**config.mk**
```make
export PLATFORM = sky130hd
export DESIGN_NAME = reload_timer16
export DESIGN_NICKNAME = d
export VERILOG_FILES = /design/src/rtl/tmr16_pkg.sv /design/src/rtl/tmr_evt_select.sv /design/src/rtl/tmr_count_core.sv /design/src/rtl/tmr_irq_capture.sv /design/src/rtl/reload_timer16.sv
export SDC_FILE = /design/constraint.sdc
export NUM_CORES = 1
export LEC_CHECK = 0
export ABC_AREA = 1
export BUFFER_PORTS_ARGS = -buffer_cell sky130_fd_sc_hd__buf_2
export CAP_MARGIN = 20
export CORE_ASPECT_RATIO = 1.5
export CORE_UTILIZATION = 30
export DETAILED_ROUTE_END_ITERATION = 8
export GPL_ROUTABILITY_DRIVEN = 0
export PLACE_DENSITY = 0.6
export SYNTH_ARGS = -nofsm -noshare
export SYNTH_HDL_FRONTEND = slang
export SYNTH_SLANG_ARGS = --single-unit
```
**constraint.sdc**
```tcl
create_clock -name clk -period 1.6 [get_ports clk]
set_clock_uncertainty 0.1 [all_clocks]
set_input_delay 0.24 -clock clk [delete_from_list [all_inputs] [get_ports clk]]
set_output_delay 0.24 -clock clk [all_outputs]
set_load 0.02 [all_outputs]
```
**src/rtl/tmr16_pkg.sv**
```systemverilog
`timescale 1ns/1ps
package tmr16_pkg;

    localparam int ADDR_W   = 3;
    localparam int BYTE_W   = 8;
    localparam int NUM_IRQ  = 2;

    // register address map
    localparam int ADDR_CTRL = 0;
    localparam int ADDR_CNT  = 1;
    localparam int ADDR_REL  = 3;

    // control bit positions (interrupt edge/type bits transposed)
    localparam int B_GATE = 7;
    localparam int B_SRC  = 6;
    localparam int B_OVF  = 5;
    localparam int B_RUN  = 4;
    localparam int B_IE0  = 3;
    localparam int B_IT0  = 2;
    localparam int B_IE1  = 1;
    localparam int B_IT1  = 0;

    typedef struct packed {
        logic gate;
        logic src_ext;
        logic ovf;
        logic run;
        logic it0;
        logic it1;
    } ctrl_t;

endpackage

```
**src/rtl/tmr_evt_select.sv**
```systemverilog
`timescale 1ns/1ps
module tmr_evt_select (
    input  logic clk,
    input  logic rst_n,
    input  logic mc_tick,
    input  logic cnt_pin,
    input  logic gate_pin,
    input  logic run,
    input  logic gate,
    input  logic src_ext,
    output logic evt
);

    typedef struct packed {
        logic smp;
    } sel_st_t;

    sel_st_t st_d, st_q;
    logic    enabled;
    logic    fall_seen;

    always_comb begin
        st_d      = st_q;
        enabled   = run && (!gate || gate_pin);
        fall_seen = st_q.smp && !cnt_pin;
        if (mc_tick) begin
            st_d.smp = cnt_pin;
        end
        evt = mc_tick && enabled && (src_ext ? fall_seen : 1'b1);
    end

    always_ff @(posedge clk or negedge rst_n) begin
        if (!rst_n) begin
            st_q <= '0;
        end else begin
            st_q <= st_d;
        end
    end

    AST_EXT_SPACING: assert property (@(posedge clk) disable iff (!rst_n)
        (src_ext && evt) |=> !(src_ext && evt));

endmodule

```
**src/rtl/tmr_count_core.sv**
```systemverilog
`timescale 1ns/1ps
module tmr_count_core
    import tmr16_pkg::*;
#(
    parameter int CNT_W = 16
) (
    input  logic              clk,
    input  logic              rst_n,
    input  logic              evt,
    input  logic              wr_en,
    input  logic [ADDR_W-1:0] wr_addr,
    input  logic [BYTE_W-1:0] wr_data,
    output logic [CNT_W-1:0]  cnt,
    output logic [CNT_W-1:0]  rel,
    output logic              wrap
);

    localparam int NB = CNT_W / BYTE_W;

    typedef struct packed {
        logic [CNT_W-1:0] cnt;
        logic [CNT_W-1:0] rel;
    } core_st_t;

    core_st_t st_d, st_q;
    logic     cnt_wr;
    logic     rel_wr;

    always_comb begin
        st_d   = st_q;
        cnt_wr = 1'b0;
        rel_wr = 1'b0;
        wrap   = 1'b0;
        for (int i = 0; i < NB; i++) begin
            if (wr_en && wr_addr == ADDR_W'(ADDR_CNT + i)) begin
                st_d.cnt[i*BYTE_W +: BYTE_W] = wr_data;
                cnt_wr = 1'b1;
            end
            if (wr_en && wr_addr == ADDR_W'(ADDR_REL + i)) begin
                st_d.rel[i*BYTE_W +: BYTE_W] = wr_data;
                rel_wr = 1'b1;
            end
        end
        if (!cnt_wr && evt) begin
            if (&st_q.cnt) begin
                st_d.cnt = st_q.rel;
                wrap     = 1'b1;
            end else begin
                st_d.cnt = st_q.cnt + 1'b1;
            end
        end
    end

    always_ff @(posedge clk or negedge rst_n) begin
        if (!rst_n) begin
            st_q <= '0;
        end else begin
            st_q <= st_d;
        end
    end

    assign cnt = st_q.cnt;
    assign rel = st_q.rel;

    AST_STEP_ONE: assert property (@(posedge clk) disable iff (!rst_n)
        (evt && !cnt_wr && !(&st_q.cnt)) |=> st_q.cnt == $past(st_q.cnt) + 1'b1);
    AST_WRAP_RELOAD: assert property (@(posedge clk) disable iff (!rst_n)
        (evt && !cnt_wr && !rel_wr && (&st_q.cnt)) |=>
        (st_q.cnt == $past(st_q.rel) && st_q.rel == $past(st_q.rel)));
    AST_IDLE_HOLD: assert property (@(posedge clk) disable iff (!rst_n)
        (!evt && !cnt_wr) |=> $stable(st_q.cnt));
    AST_WRITE_WINS: assert property (@(posedge clk) disable iff (!rst_n)
        (wr_en && wr_addr == ADDR_W'(ADDR_CNT)) |=>
        st_q.cnt[BYTE_W-1:0] == $past(wr_data));

endmodule

```
**src/rtl/tmr_irq_capture.sv**
```systemverilog
`timescale 1ns/1ps
module tmr_irq_capture (
    input  logic clk,
    input  logic rst_n,
    input  logic pin,
    input  logic edge_mode,
    input  logic ack,
    output logic flag
);

    typedef struct packed {
        logic flag;
        logic prev;
    } cap_st_t;

    cap_st_t st_d, st_q;

    always_comb begin
        st_d      = st_q;
        st_d.prev = pin;
        if (edge_mode) begin
            if (ack) begin
                st_d.flag = 1'b0;
            end
            if (st_q.prev && !pin) begin
                st_d.flag = 1'b1;
            end
        end else begin
            st_d.flag = !pin;
        end
    end

    always_ff @(posedge clk or negedge rst_n) begin
        if (!rst_n) begin
            st_q <= '0;
        end else begin
            st_q <= st_d;
        end
    end

    assign flag = st_q.flag;

    AST_LEVEL_TRACK: assert property (@(posedge clk) disable iff (!rst_n)
        !edge_mode |=> flag == !$past(pin));
    AST_EDGE_LATCH: assert property (@(posedge clk) disable iff (!rst_n)
        (edge_mode && st_q.prev && !pin) |=> flag);
    AST_EDGE_HOLD: assert property (@(posedge clk) disable iff (!rst_n)
        (edge_mode && flag && !ack) |=> flag);

endmodule

```
**src/rtl/reload_timer16.sv**
```systemverilog
`timescale 1ns/1ps
module reload_timer16
    import tmr16_pkg::*;
#(
    parameter int CNT_W = 16
) (
    input  logic              clk,
    input  logic              rst_n,
    input  logic              mc_tick,
    input  logic              cnt_pin,
    input  logic              irq0_pin,
    input  logic              irq1_pin,
    input  logic              wr_en,
    input  logic [ADDR_W-1:0] wr_addr,
    input  logic [BYTE_W-1:0] wr_data,
    input  logic [ADDR_W-1:0] rd_addr,
    output logic [BYTE_W-1:0] rd_data,
    input  logic              ack_ovf,
    input  logic              ack_irq0,
    input  logic              ack_irq1,
    output logic              ovf_flag,
    output logic              irq0_flag,
    output logic              irq1_flag
);

    localparam int NB = CNT_W / BYTE_W;

    ctrl_t              ctrl_d, ctrl_q;
    logic               evt;
    logic               wrap;
    logic [CNT_W-1:0]   cnt;
    logic [CNT_W-1:0]   rel;
    logic [NUM_IRQ-1:0] irq_pin_v;
    logic [NUM_IRQ-1:0] irq_mode_v;
    logic [NUM_IRQ-1:0] irq_ack_v;
    logic [NUM_IRQ-1:0] irq_flag_v;

    tmr_evt_select u_sel (
        .clk      (clk),
        .rst_n    (rst_n),
        .mc_tick  (mc_tick),
        .cnt_pin  (cnt_pin),
        .gate_pin (irq0_pin),
        .run      (ctrl_q.run),
        .gate     (ctrl_q.gate),
        .src_ext  (ctrl_q.src_ext),
        .evt      (evt)
    );

    tmr_count_core #(.CNT_W(CNT_W)) u_core (
        .clk     (clk),
        .rst_n   (rst_n),
        .evt     (evt),
        .wr_en   (wr_en),
        .wr_addr (wr_addr),
        .wr_data (wr_data),
        .cnt     (cnt),
        .rel     (rel),
        .wrap    (wrap)
    );

    assign irq_pin_v  = {irq1_pin, irq0_pin};
    assign irq_mode_v = {ctrl_q.it1, ctrl_q.it0};
    assign irq_ack_v  = {ack_irq1, ack_irq0};

    for (genvar g = 0; g < NUM_IRQ; g++) begin : g_irq
        tmr_irq_capture u_cap (
            .clk       (clk),
            .rst_n     (rst_n),
            .pin       (irq_pin_v[g]),
            .edge_mode (irq_mode_v[g]),
            .ack       (irq_ack_v[g]),
            .flag      (irq_flag_v[g])
        );
    end

    // control register next state
    always_comb begin
        ctrl_d = ctrl_q;
        if (wr_en && wr_addr == ADDR_W'(ADDR_CTRL)) begin
            ctrl_d.gate    = wr_data[B_GATE];
            ctrl_d.src_ext = wr_data[B_SRC];
            ctrl_d.ovf     = wr_data[B_OVF];
            ctrl_d.run     = wr_data[B_RUN];
            ctrl_d.it0     = wr_data[B_IT0];
            ctrl_d.it1     = wr_data[B_IT1];
        end
        if (ack_ovf) begin
            ctrl_d.ovf = 1'b0;
        end
        if (wrap) begin
            ctrl_d.ovf = 1'b1;
        end
    end

    always_ff @(posedge clk or negedge rst_n) begin
        if (!rst_n) begin
            ctrl_q <= '0;
        end else begin
            ctrl_q <= ctrl_d;
        end
    end

    // read mux
    always_comb begin
        rd_data = '0;
        if (rd_addr == ADDR_W'(ADDR_CTRL)) begin
            rd_data[B_GATE] = ctrl_q.gate;
            rd_data[B_SRC]  = ctrl_q.src_ext;
            rd_data[B_OVF]  = ctrl_q.ovf;
            rd_data[B_RUN]  = ctrl_q.run;
            rd_data[B_IE0]  = irq_flag_v[0];
            rd_data[B_IT0]  = ctrl_q.it0;
            rd_data[B_IE1]  = irq_flag_v[1];
            rd_data[B_IT1]  = ctrl_q.it1;
        end
        for (int i = 0; i < NB; i++) begin
            if (rd_addr == ADDR_W'(ADDR_CNT + i)) begin
                rd_data = cnt[i*BYTE_W +: BYTE_W];
            end
            if (rd_addr == ADDR_W'(ADDR_REL + i)) begin
                rd_data = rel[i*BYTE_W +: BYTE_W];
            end
        end
    end

    assign ovf_flag  = ctrl_q.ovf;
    assign irq0_flag = irq_flag_v[0];
    assign irq1_flag = irq_flag_v[1];

    AST_OVF_SETS_FLAG: assert property (@(posedge clk) disable iff (!rst_n)
        wrap |=> ovf_flag);
    AST_ACK_CLEARS_FLAG: assert property (@(posedge clk) disable iff (!rst_n)
        (ack_ovf && !wrap) |=> !ovf_flag);

endmodule

```
* Word-level counts from Yosys, hierarchy flattened
Cells that the tools add are included.
Operators by class: add/subtract/negate cells 1, equal/unequal tests 10, muxes and demuxes 23, reduce and logical (&&, ||, !) cells 24
Operator list (count):
- 8-bit 2-to-1 mux | 7
- 16-bit 2-to-1 mux | 2
- 16-bit by 1-bit adder with 16-bit output, second input constant | 1
- 16-bit AND reduction | 1
- 1-bit 2-to-1 mux | 13
- 3-bit by 2-bit equality test with 1-bit output, second input constant | 4
- 1-bit logical AND | 12
- 3-bit by 1-bit equality test with 1-bit output, second input constant | 2
- 3-bit equality test, second input constant | 2
- 3-bit zero test | 2
- 3-bit by 2-bit != test with 1-bit output, second input constant | 2
- 1-bit zero test | 5
- 4-bit 2-to-1 mux | 1
- 2-bit nonzero test | 2
- 3-bit nonzero test | 1
- 1-bit logical OR | 1
Word-level totals: register bits 43, bits of input ports 24, output and inout port bits 11, word-level logic and storage cells 73

* Depth between registers and ports, before layout
Gate-level depths: netlist of run 1.
depth after elaboration 8, gate-level depth with buffers 13

* Modules after synthesis
A second synthesis of run 1 with hierarchy kept.
Unflattened totals: cell total of the unflattened synthesis 430, area total of the unflattened synthesis 2915.3 um2
By module, submodules not included:
- tmr_count_core | instances 1, cells an instance 276, area an instance 2049.5 um2
- reload_timer16 | instances 1, cells an instance 124, area an instance 641.9 um2
- tmr_irq_capture | instances 2, cells an instance 9, area an instance 77.6 um2
- tmr_evt_select | instances 1, cells an instance 12, area an instance 68.8 um2

* Least setup slack after synthesis of run 1
No wires, ideal clock.
path type register -> register, start register u_core.st_q, in the netlist u_core.cnt[0], end register u_core.st_q, in the netlist u_core.cnt[7], setup time 0.116 ns, data arrival time 1.308 ns, required time 1.384 ns, setup slack 0.075 ns, cell stages (with the launch flop) 9, path buffers 0, period minus slack after synthesis 1.525 ns, cells stage by stage dfrtp_1 -> ha_1 -> nand2_2 -> nor3_1 -> nand2_1 -> nand3_1 -> nand2_1 -> inv_1 -> nand2_1
Between the ends: word-level cells in the longest chain between the ends 3, elaborated cells on any way between the ends 4
RTL lines:
- start, declared | line tmr_count_core.sv:25 | core_st_t st_d, st_q;
- start signal, assigned | line tmr_count_core.sv:58 | st_q <= st_d;
- 16-bit by 1-bit adder with 16-bit output or 16-bit AND reduction (tied branches) | line tmr_count_core.sv:49, tmr_count_core.sv:45
- 16-bit 2-to-1 mux * | line tmr_count_core.sv:45 | if (&st_q.cnt) begin
- 16-bit 2-to-1 mux * | line tmr_count_core.sv:44 | if (!cnt_wr && evt) begin
Mark *: on every way between the ends. The rest lies on a longest branch, timed or not. A chain may end at the register's enable or synchronous reset.

* Worst setup path after layout of run 1
start register ctrl_q[5] (netlist name), end output rd_data[7]
Between the ends: word-level cells in the longest chain between the ends 5
RTL lines:
- start, declared | line reload_timer16.sv:28 | ctrl_t ctrl_d, ctrl_q;
- start signal, assigned | line reload_timer16.sv:100 | ctrl_q <= ctrl_d;
- 8-bit 2-to-1 mux | line reload_timer16.sv:107 | if (rd_addr == ADDR_W'(ADDR_CTRL)) begin
- 8-bit 2-to-1 mux | line reload_timer16.sv:118 | if (rd_addr == ADDR_W'(ADDR_CNT + i)) begin
- 8-bit 2-to-1 mux | line reload_timer16.sv:121 | if (rd_addr == ADDR_W'(ADDR_REL + i)) begin
- 8-bit 2-to-1 mux | line reload_timer16.sv:118
- 8-bit 2-to-1 mux | line reload_timer16.sv:121
- end, declared | line reload_timer16.sv:17 | output logic [BYTE_W-1:0] rd_data,
No other way between the ends.

==> summary.md, run 1 <==
| Metric | Value |
|---|---|
| Worst slew margin | about two thirds |
| Synthesis-to-finish area growth | 46.41% |
| Startpoint types | flip-flop |
| Sink Count | 43 |
| Synth Register Bits | 43 |
| First-pass GRT wire length | 14.83 mm |
| Max_cap viols | 0 |
| Die area | 0.009404 mm2 |
| # IOs | 35 |
| Synth Cell Area | around 0.0027 mm2 |
| Die height | ~120 um |
| Req. time, crit path | ~1.3 ns |
| Leak | between 1.5 and 2 nW |
| Endpoints failing hold | 0 |
| DP HPWL | ~7 mm |
| Routed Antenna Nets | 0 |
| Via-to-Cell Ratio | roughly 4.9 |
| Post-Syn Nets | 420 |
| Achievable Freq | between 500 and 600 MHz |
| PwrDens | 1328 mW/mm2 |
| Cell taking the most area after synthesis | dfrtp_1 |
| Post-route DRC | 0 |
| Mean post-synth cell area | a little under 7 um2 |
| Final Max Slew Viols | 0 |
| Root Driver | clkbuf_16 |
| Flop pwr share | between 30% and 40% |
| Reg2reg setup slack | -0.08 ns |
| Average routed wire per standard cell | roughly 15 um |
| Design area | 0.003959 mm2 |
| Largest cells by area after synthesis | dfrtp_1 40%, nand2_1 20%, o21ai_0 6.8%, inv_1 6.4%, nand3_1 5.9% |
| CORE AREA | 0.008776 mm2 |
| Final WL | a little over 9 mm |
| Buffers on Ports | 34 |
| Congestion Overflow GR | 0 |
| Fillers | approximately 850 |
| Hold/Removal Path Class | primary input to flip-flop |
| Syn Inst Count | roughly 400 |
| CTS clock-pin slew for the worst setup and hold paths | roughly 0.060 ns |
| Vias in the first global route | slightly above 3k |
| TritonRoute pass-1 iters | 4 |
| Critical path class | flip-flop to output pin |
| Clk buf depth | 2 |
| Gr usage total | 20.91% |
| Netlist cell types | 28 |
| Tmin final | 1.707 ns |
| Fraction of power consumed by the clock network | between 20 and 25% |
| Layout cells sized above 1 | around a third |
| Slew @ Worst Pin | between 0.4 and 0.5 ns |
| Initial Utilization | 30.81% |
| Switching power | 0.002035 W |
| Via Count | about 3k |
| PnR worst setup slack | -0.1066 ns |
| Logic pwr share | 45.8% |
| Drt first-iter violations | 182 |
| Antenna diode count | 0 |
| Top-area cell type share of the netlist area | approximately two fifths |
| Worst-path maximum fanout | 2 |
| Period utilization | 106.7% |
| # rows | 42 |
| RSZ-0062 raised after global routing | true |
| Cts bufs inserted | 5 |
| CP max-delay cell | dfrtp_1 |
| Worst path max stage delay | approximately 0.4 ns |
| CP arrival | 1.37 ns |
| Synth warnings | 0 |
| Sequential-to-total area share from yosys stat | 39.80% |
| Sw Ratio | about two fifths |
| Initial antenna violation count | 0 |
| Post-layout nets | 517 |
| Placed Area | between 0.003 and 0.004 mm2 |
| VDD IR max | roughly 770 uV |
| Nature of the critical path endpoint | output pin |
| Violated checks | negative setup slack |
| TritonCTS clock tree | done |
| CP most frequent cell | buf_6 |
| CTS H-Tree Depth | 2 |
| PnR Total Power | 0.005256 W |
| Crit-path cells | buf_6 -> nand3_4 -> o211ai_1 -> o21ai_1 -> nand3_1 -> buf_6 |
| Die W | a little under 80 um |
| Worst-Skew Late Latency | about 0.29 ns |
| Internal | roughly 0.0032 W |
| Finish-stage setup viols | 19 |
| Largest net degree at the start of global routing | 28 |
| Status | complete, but fails checks |
worst paths after layout:
kind / startpoint / endpoint / cells after the start
hold reg to reg: ctrl_q[1] / ctrl_q[1] / 2
setup reg to reg: u_core.cnt[0] / u_core.cnt[0] / 9
hold / removal: ack_irq0 / g_irq[0].u_cap.flag / 2
max in group asynchronous: rst_n / ctrl_q[0] / 3
setup / recovery: ctrl_q[5] / rd_data[7] / 6
min in group asynchronous: rst_n / u_core.cnt[9] / 2
through the flow:
stage               worst slack, ns  instances  hold WS [ns]  TNS, ns  utilization (%)
floorplan                   0.07516        395       -0.1556        0                -
global placement            -0.1059        578        0.1181  -0.9173            37.88
detailed placement          -0.1357        578        0.1304   -1.363            37.88
CTS                         -0.1066        601       0.03912  -0.7840            43.53
global route                -0.1786        602       0.05051   -2.906            45.11
finish                      -0.1066        602       0.03963  -0.9662            45.11
cell type report:
| class | instances | area (um2) | area share [%] |
|---|---|---|---|
| Tap cell | 110 | 137.6 | 3.477 |
| Timing Repair Buffer | 96 | 739.5 | 18.68 |
| Sequential cell | 43 | 1079 | 27.24 |
| Clock buffer | 5 | 125.1 | 3.161 |
| Inverter | 49 | 191.4 | 4.836 |
| Multi-Input combinational cell | 297 | 1649 | 41.66 |
| Clock inverter | 2 | 37.54 | 0.9482 |
registers in the layout, indices dropped and copies added (netlist names):
| register | count |
|---|---|
| g_irq.u_cap.st_q | 2 |
| ovf_flag | 1 |
| g_irq.u_cap.flag | 2 |
| ctrl_q | 5 |
| u_sel.st_q | 1 |
| u_core.cnt | 16 |
| u_core.rel | 16 |
power by group through the flow:
stage	logic, W	clock network [W]	registers, W
4_1_cts	0.00224	0.00119	0.00166
3_3_place_gp	0.00182	0	0.00167
6_report	0.00241	0.00117	0.00168
2_1_floorplan	0.00102	0	0.00169
3_5_place_dp	0.00185	0	0.00168
5_1_grt	0.00263	0.00122	0.00172
Yosys cell counts, drive strengths merged:
cell	instances
o221ai	2
a21oi	8
o32ai	1
ha	1
o22ai	3
o211ai	4
inv	49
xnor2	1
nand3	33
nand2	152
o21ai	39
nor2	37
o31ai	1
clkbuf	4
xor2	10
nor3	2
dfrtp	43
buf	3
nand4	2
critical path: cells and delay by family, from the launching register on:
family          cells  cell delay (ns)
simple gates        2             0.20
flops               1             0.40
compound gates      2             0.18
buf+inv             2             0.29
layout by cell type (no fill, tap or decap), drive strengths merged:
master       instances
nand2              152
buf                 93
inv                 49
dfrtp               43
o21ai               39
nor2                38
nand3               33
xor2                10
a21oi                8
clkbuf               5
o211ai               4
o22ai                3
dlygate4sd3          3
nor3                 2
o221ai               2
nand4                2
xnor2                1
o32ai                1
o31ai                1
ha                   1
clkinvlp             1
bufinv               1
routing by layer:
layer	GRT usage [%]	vias up	wire, um
met2	37.71	90	5058
li1	-	1444	-
met4	14.20	0	537
met1	21.62	1398	3433
met3	2.780	36	257
met5	0	-	0
repair_timing:
action,CTS,global route
hold endpoints to repair,18,0
setup endpoints to repair,22,25
hold buffers,3,0
setup buffers,12,1
resized for setup,61,38
gates cloned,1,0
pin swaps,17,25
kinds of logic (layout without fill, tap and decap cells):
kind of cell | after synthesis | after routing | share of synthesized area, %
AO/OA/AOI/OAI | 58 | 58 | 11.75
XOR/XNOR | 11 | 11 | 3.563
AND/OR/NAND/NOR | 226 | 227 | 35.96
buffers and inverters | 56 | 152 | 8.468
flip-flops | 43 | 43 | 39.80
adder cells (fa/ha/maj) | 1 | 1 | 0.4627
(Power assumes the default switching activity.)
==> run 2: changes to the inputs <==
- CORE_ASPECT_RATIO: 1.5 -> unset
- CORE_UTILIZATION: 30 -> 42
- PLACE_DENSITY: 0.6 -> 0.74
- SKIP_CTS_REPAIR_TIMING: unset -> 1
==> run 2 against run 1 <==
- the flow still finishes with violations (negative setup slack)
- final cell count is 7.3% lower
- register-to-register slack worse by 0.05 ns
- global-route usage is 4.7 points higher
- critical path type unchanged
- critical endpoint is now rd_data[2]
==> summary.md, run 2 (synthesis gave the netlist of run 1 again) <==
| Metric | Value |
|---|---|
| Status | complete, but fails checks |
| Violated checks | negative setup slack |
| Cts bufs inserted | 5 |
| Die area | between 0.006 and 0.007 mm2 |
| CP arrival | 1.43 ns |
| Final Max Slew Viols | 0 |
| Hold/Removal Path Class | primary input to flip-flop |
| Die W | 82.24 um |
| PnR worst setup slack | -0.1671 ns |
| Inst Count DP | around 540 |
| TritonRoute pass-1 iters | 5 |
| Achievable Freq | ~570 MHz |
| Via-to-Cell Ratio | around 5.3 |
| Non-filler cells, final | between 500 and 600 |
| First-pass GRT wire length | around 13 mm |
| Via Count | around 3.0k |
| Antenna diode count | 0 |
| Switching power | 0.001943 W |
| PwrDens | roughly 1300 mW/mm2 |
| Worst slew margin | between 70 and 80% |
| Final WL | roughly 8.4 mm |
| Met3 routed WL | ~600 um |
| Nature of the critical path endpoint | output pin |
| Clk buf depth | 2 |
| CTS H-Tree Depth | 2 |
| # rows | 28 |
| Fraction of power consumed by the clock network | between 10% and 20% |
| DP HPWL | about 6.1 mm |
| Sink Count | 43 |
| Leak | approximately 1.9 nW |
| TritonCTS clock tree | done |
| CORE AREA | about 0.0061 mm2 |
| Endpoints failing hold | 0 |
| Synthesis-to-finish area growth | 33.83% |
| Met2 WL | around 4 mm |
| Congestion Overflow GR | 0 |
| Internal | 0.002927 W |
| Final TNS setup | -2.083 ns |
| RSZ-0062 raised after global routing | true |
| Layout cells sized above 1 | a little over a quarter |
| Sw Ratio | between 30% and 40% |
| Period utilization | 110.4% |
| Req. time, crit path | roughly 1.3 ns |
| Worst-Skew Late Latency | 0.31 ns |
| Flop pwr share | 34.5% |
| Largest net degree at the start of global routing | 44 |
| Most common cell after layout, fill and taps aside | nand2_1 |
| Drt first-iter violations | roughly 300 |
| Finish-stage setup viols | 21 |
| Logic pwr share | about 47% |
| Initial Utilization | 44.61% |
| Gr usage total | ~26% |
| Critical path class | flip-flop to output pin |
| DRT met1 WL | roughly 3.6 mm |
| Average routed wire per standard cell | about 15 um |
| Root Driver | clkbuf_8 |
| Routed Antenna Nets | 0 |
| Initial antenna violation count | 0 |
| CTS clock-pin slew for the worst setup and hold paths | around 0.090 ns |
| Post-layout nets | around 510 |
| Commonest cells after routing, fill and taps aside | 144 x nand2_1, 42 x dfrtp_1, 41 x inv_1, 41 x buf_4 |
| Startpoint types | flip-flop |
| VDD IR max | roughly 600 uV |
| Post-route DRC | 0 |
| Tmin final | 1.767 ns |
| Slew @ Worst Pin | approximately 0.36 ns |
| WHS | roughly 0.0088 ns |
| # IOs | 35 |
| Die height | roughly 82 um |
| Worst-path maximum fanout | 3 |
| Max_cap viols | 0 |
| Top Layer Used | met4 |
| Vias in the first global route | around 2.7k |
| Buffers on Ports | 34 |
-- run 2: worst paths after layout --
kind,depth (start not counted),from,slack (ns),endpoint
worst max register to register,10,u_core.cnt[0],-0.13,u_core.cnt[6]
worst min-delay path,2,ack_irq0,0.009,g_irq[0].u_cap.flag
max in group asynchronous,3,rst_n,0.84,u_core.cnt[15]
worst max-delay path,6,u_core.cnt[2],-0.17,rd_data[2]
min in group asynchronous,3,rst_n,0.33,u_core.cnt[7]
worst min register to register,2,g_irq[0].u_cap.st_q[0],0.40,g_irq[0].u_cap.flag
-- run 2: power groups by stage --
| stage | Combinational (W) | Sequential (W) | Clock (W) |
|---|---|---|---|
| floorplan | 0.00102 | 0.00169 | 0 |
| global placement | 0.00177 | 0.00167 | 0 |
| detailed placement | 0.00181 | 0.00168 | 0 |
| global route | 0.00245 | 0.00171 | 0.00100 |
| CTS | 0.00182 | 0.00166 | 0.000944 |
| finish | 0.00226 | 0.00168 | 0.000929 |
-- run 2: metrics by stage --
stage	setup slack [ns]	utilization [%]	power, W	cell area, um2
detailed placement	-0.05187	53.26	0.003489	3228
CTS	-0.2732	55.26	0.004425	3349
finish	-0.1671	59.70	0.004870	3618
global placement	-0.06877	53.26	0.003438	3228
floorplan	0.07516	-	0.002710	2704
global route	-0.2076	59.70	0.005158	3618
-- run 2: worst max-delay path: stages (launching register included) --
cell and delay (ns):
dfrtp_2 0.45, buf_6 0.13, nor2_4 0.08, o22ai_2 0.08, o21ai_1 0.10, nand3_1 0.13
buf_6 0.16
-- run 2: cell type report --
type / count / area (um2)
clock buffers: 6 / 82.58
clock inverters: 2 / 38.79
fillers: 556 / 2442
inverters: 49 / 186.4
multi-input cells: 297 / 1483
flip-flops and latches: 43 / 1077
well taps: 75 / 93.84
repair buffers: 86 / 656.9
-- run 2: metal layers --
metal	vias to the layer above	GRT usage, %
met5	-	0
met4	0	11.05
met3	24	4.505
met2	153	41.49
met1	1354	33.38
li1	1427	-
==> run 3: changes to the inputs <==
- SKIP_LAST_GASP: unset -> 1
==> run 3 against run 2 <==
- the flow still finishes with violations (negative setup slack)
- sequential power is essentially flat
- total power shrank 0.36%
- hold slack lost 0.0054 ns
- critical path depth is the same
- final cell count is the same
- sequential share of layout area grew 0.14 points
- critical path type unchanged
- clock power grew 1%
- non-clock buffer count is the same
- critical endpoint is now rd_data[6]
- core utilization shrank 0.29 points
- register-to-register slack is essentially flat
==> summary.md, run 3 (synthesis gave the netlist of run 1 again) <==
| Metric | Value |
|---|---|
| Status | complete, but fails checks |
| Violated checks | negative setup slack |
| Slew @ Worst Pin | around 0.36 ns |
| Layout cells sized above 1 | 26.09% |
| Buffers on Ports | 34 |
| Max_cap viols | 0 |
| Initial antenna violation count | 0 |
| TritonRoute pass-1 iters | 6 |
| Startpoint types | flip-flop |
| Inst Count DP | 536 |
| Die height | 82.24 um |
| Post-route DRC | 0 |
| Non-filler cells, final | roughly 560 |
| Congestion Overflow GR | 0 |
| CTS H-Tree Depth | 2 |
| WP buf/inv | 3 |
| CP max-delay cell | dfrtp_1 |
| Logic pwr share | a little under half |
| Internal | between 0.002 and 0.003 W |
| Sw Ratio | roughly two fifths |
| Crit. Startpoint | u_core.cnt[6] |
| # rows | 28 |
| PnR worst setup slack | -0.1787 ns |
| # IOs | 35 |
| Pre-CTS WS | -0.05187 ns |
| Synthesis-to-finish area growth | 33.18% |
| Req. time, crit path | between 1 and 1.5 ns |
| Hold/Removal Path Class | primary input to flip-flop |
| Via-to-Cell Ratio | approximately 5.3 |
| Die W | around 82 um |
| Drt first-iter violations | 306 |
| Leak | 1.867 nW |
| Hold Path Origin | ack_irq0 |
| Worst path max stage delay | between 0.3 and 0.4 ns |
| Flop pwr share | between 30% and 40% |
| VDD IR max | just under 600 uV |
| Post-layout nets | 507 |
| Clk buf depth | 2 |
| Critical path depth | 6 |
| End-of-flow core utilization | 59.41% |
| Root Driver | clkbuf_8 |
| Crit path max-delay family | flip-flops |
| DP HPWL | between 6 and 7 mm |
| Hold path depth | 2 |
| Endpoints failing hold | 0 |
| Switching power | 0.001936 W |
| Tmin final | ~1.8 ns |
| CP most frequent cell | buf_6 |
| Nature of the critical path endpoint | output pin |
| WHS | roughly 0.0034 ns |
| Cts bufs inserted | 5 |
| Crit-path cells | buf_6 -> inv_2 -> o211ai_1 -> o21ai_1 -> nand3_1 -> buf_6 |
| CORE AREA | ~0.0061 mm2 |
| CTS clock-pin slew for the worst setup and hold paths | around 0.090 ns |
| Achievable Freq | approximately 560 MHz |
| Antenna diode count | 0 |
| TritonCTS clock tree | done |
| Final Max Slew Viols | 0 |
| Vias in the first global route | 2656 |
| Placed Area | between 0.003 and 0.004 mm2 |
| Design area | 0.003601 mm2 |
| Worst slew margin | 76.00% |
| Sink Count | 43 |
| RSZ-0062 raised after global routing | true |
| Via Count | around 3k |
| CP arrival | 1.44 ns |
| Worst-path maximum fanout | 2 |
| Initial Utilization | about 45% |
| Finish-stage setup viols | 22 |
| Fraction of power consumed by the clock network | between 10% and 20% |
| Period utilization | 111.2% |
| Final WL | roughly 8.4 mm |
| PwrDens | 1347 mW/mm2 |
| Largest net degree at the start of global routing | 44 |
| Reg2Reg Depth | 8 |
| Gr usage total | 25.58% |
| Routed Antenna Nets | 0 |
| Reg2reg start | u_core.cnt[6] |
| Critical path class | flip-flop to output pin |
| Commonest cells after routing, fill and taps aside | 145 x nand2_1, 42 x dfrtp_1, 42 x buf_4, 41 x inv_1 |
| Average routed wire per standard cell | 15.08 um |
| Most common cell after layout, fill and taps aside | nand2_1 |
| First-pass GRT wire length | 12.64 mm |
| Die area | 0.006763 mm2 |
| Worst-Skew Late Latency | about 0.31 ns |
run 3: changes by cell type in the layout (fill, tap and decap cells not counted):
cell / change
buf_2: +1
buf_4: +1
buf_6: -2
nand2_1: +1
nand2_2: -1
nand3_1: +1
nand3_2: -1
o21ai_0: +1
o21ai_1: -1
run 3: final cells by class:
cell class	count	area [um2]
Clock inverter	2	38.79
Fill cell	559	2460
Tap cell	75	93.84
Sequential cell	43	1077
Timing Repair Buffer	86	646.9
Multi-Input combinational cell	297	1475
Inverter	49	186.4
Clock buffer	6	82.58
run 3: layer usage:
metal | global-route usage (%) | vias up | wire [um]
li1 | - | 1423 | -
met1 | 33.38 | 1363 | 3564
met2 | 41.49 | 147 | 4044
met3 | 4.505 | 20 | 569
met4 | 11.05 | 0 | 238
met5 | 0 | - | 0
run 3: power groups by stage:
stage | sequential, W | clock, W | combinational (W)
6_report | 0.00168 | 0.000938 | 0.00224
5_1_grt | 0.00171 | 0.00100 | 0.00243
4_1_cts | 0.00166 | 0.000944 | 0.00182
3_5_place_dp | 0.00168 | 0 | 0.00181
3_3_place_gp | 0.00167 | 0 | 0.00177
2_1_floorplan | 0.00169 | 0 | 0.00102
run 3: stage by stage:
stage	power [W]	TNS, ns
global route	0.005141	-3.827
floorplan	0.002710	0
global placement	0.003438	-0.1504
finish	0.004852	-2.090
detailed placement	0.003489	-0.3443
CTS	0.004425	-2.295
run 3: path summary, 6_finish.rpt:
path	endpoint	slack [ns]
worst max-delay path	rd_data[6]	-0.18
worst min-delay path	g_irq[0].u_cap.flag	0.003
worst max register to register	u_core.cnt[8]	-0.12
worst min register to register	g_irq[0].u_cap.flag	0.40
max in group asynchronous	u_core.rel[6]	0.85
min in group asynchronous	u_core.cnt[7]	0.32
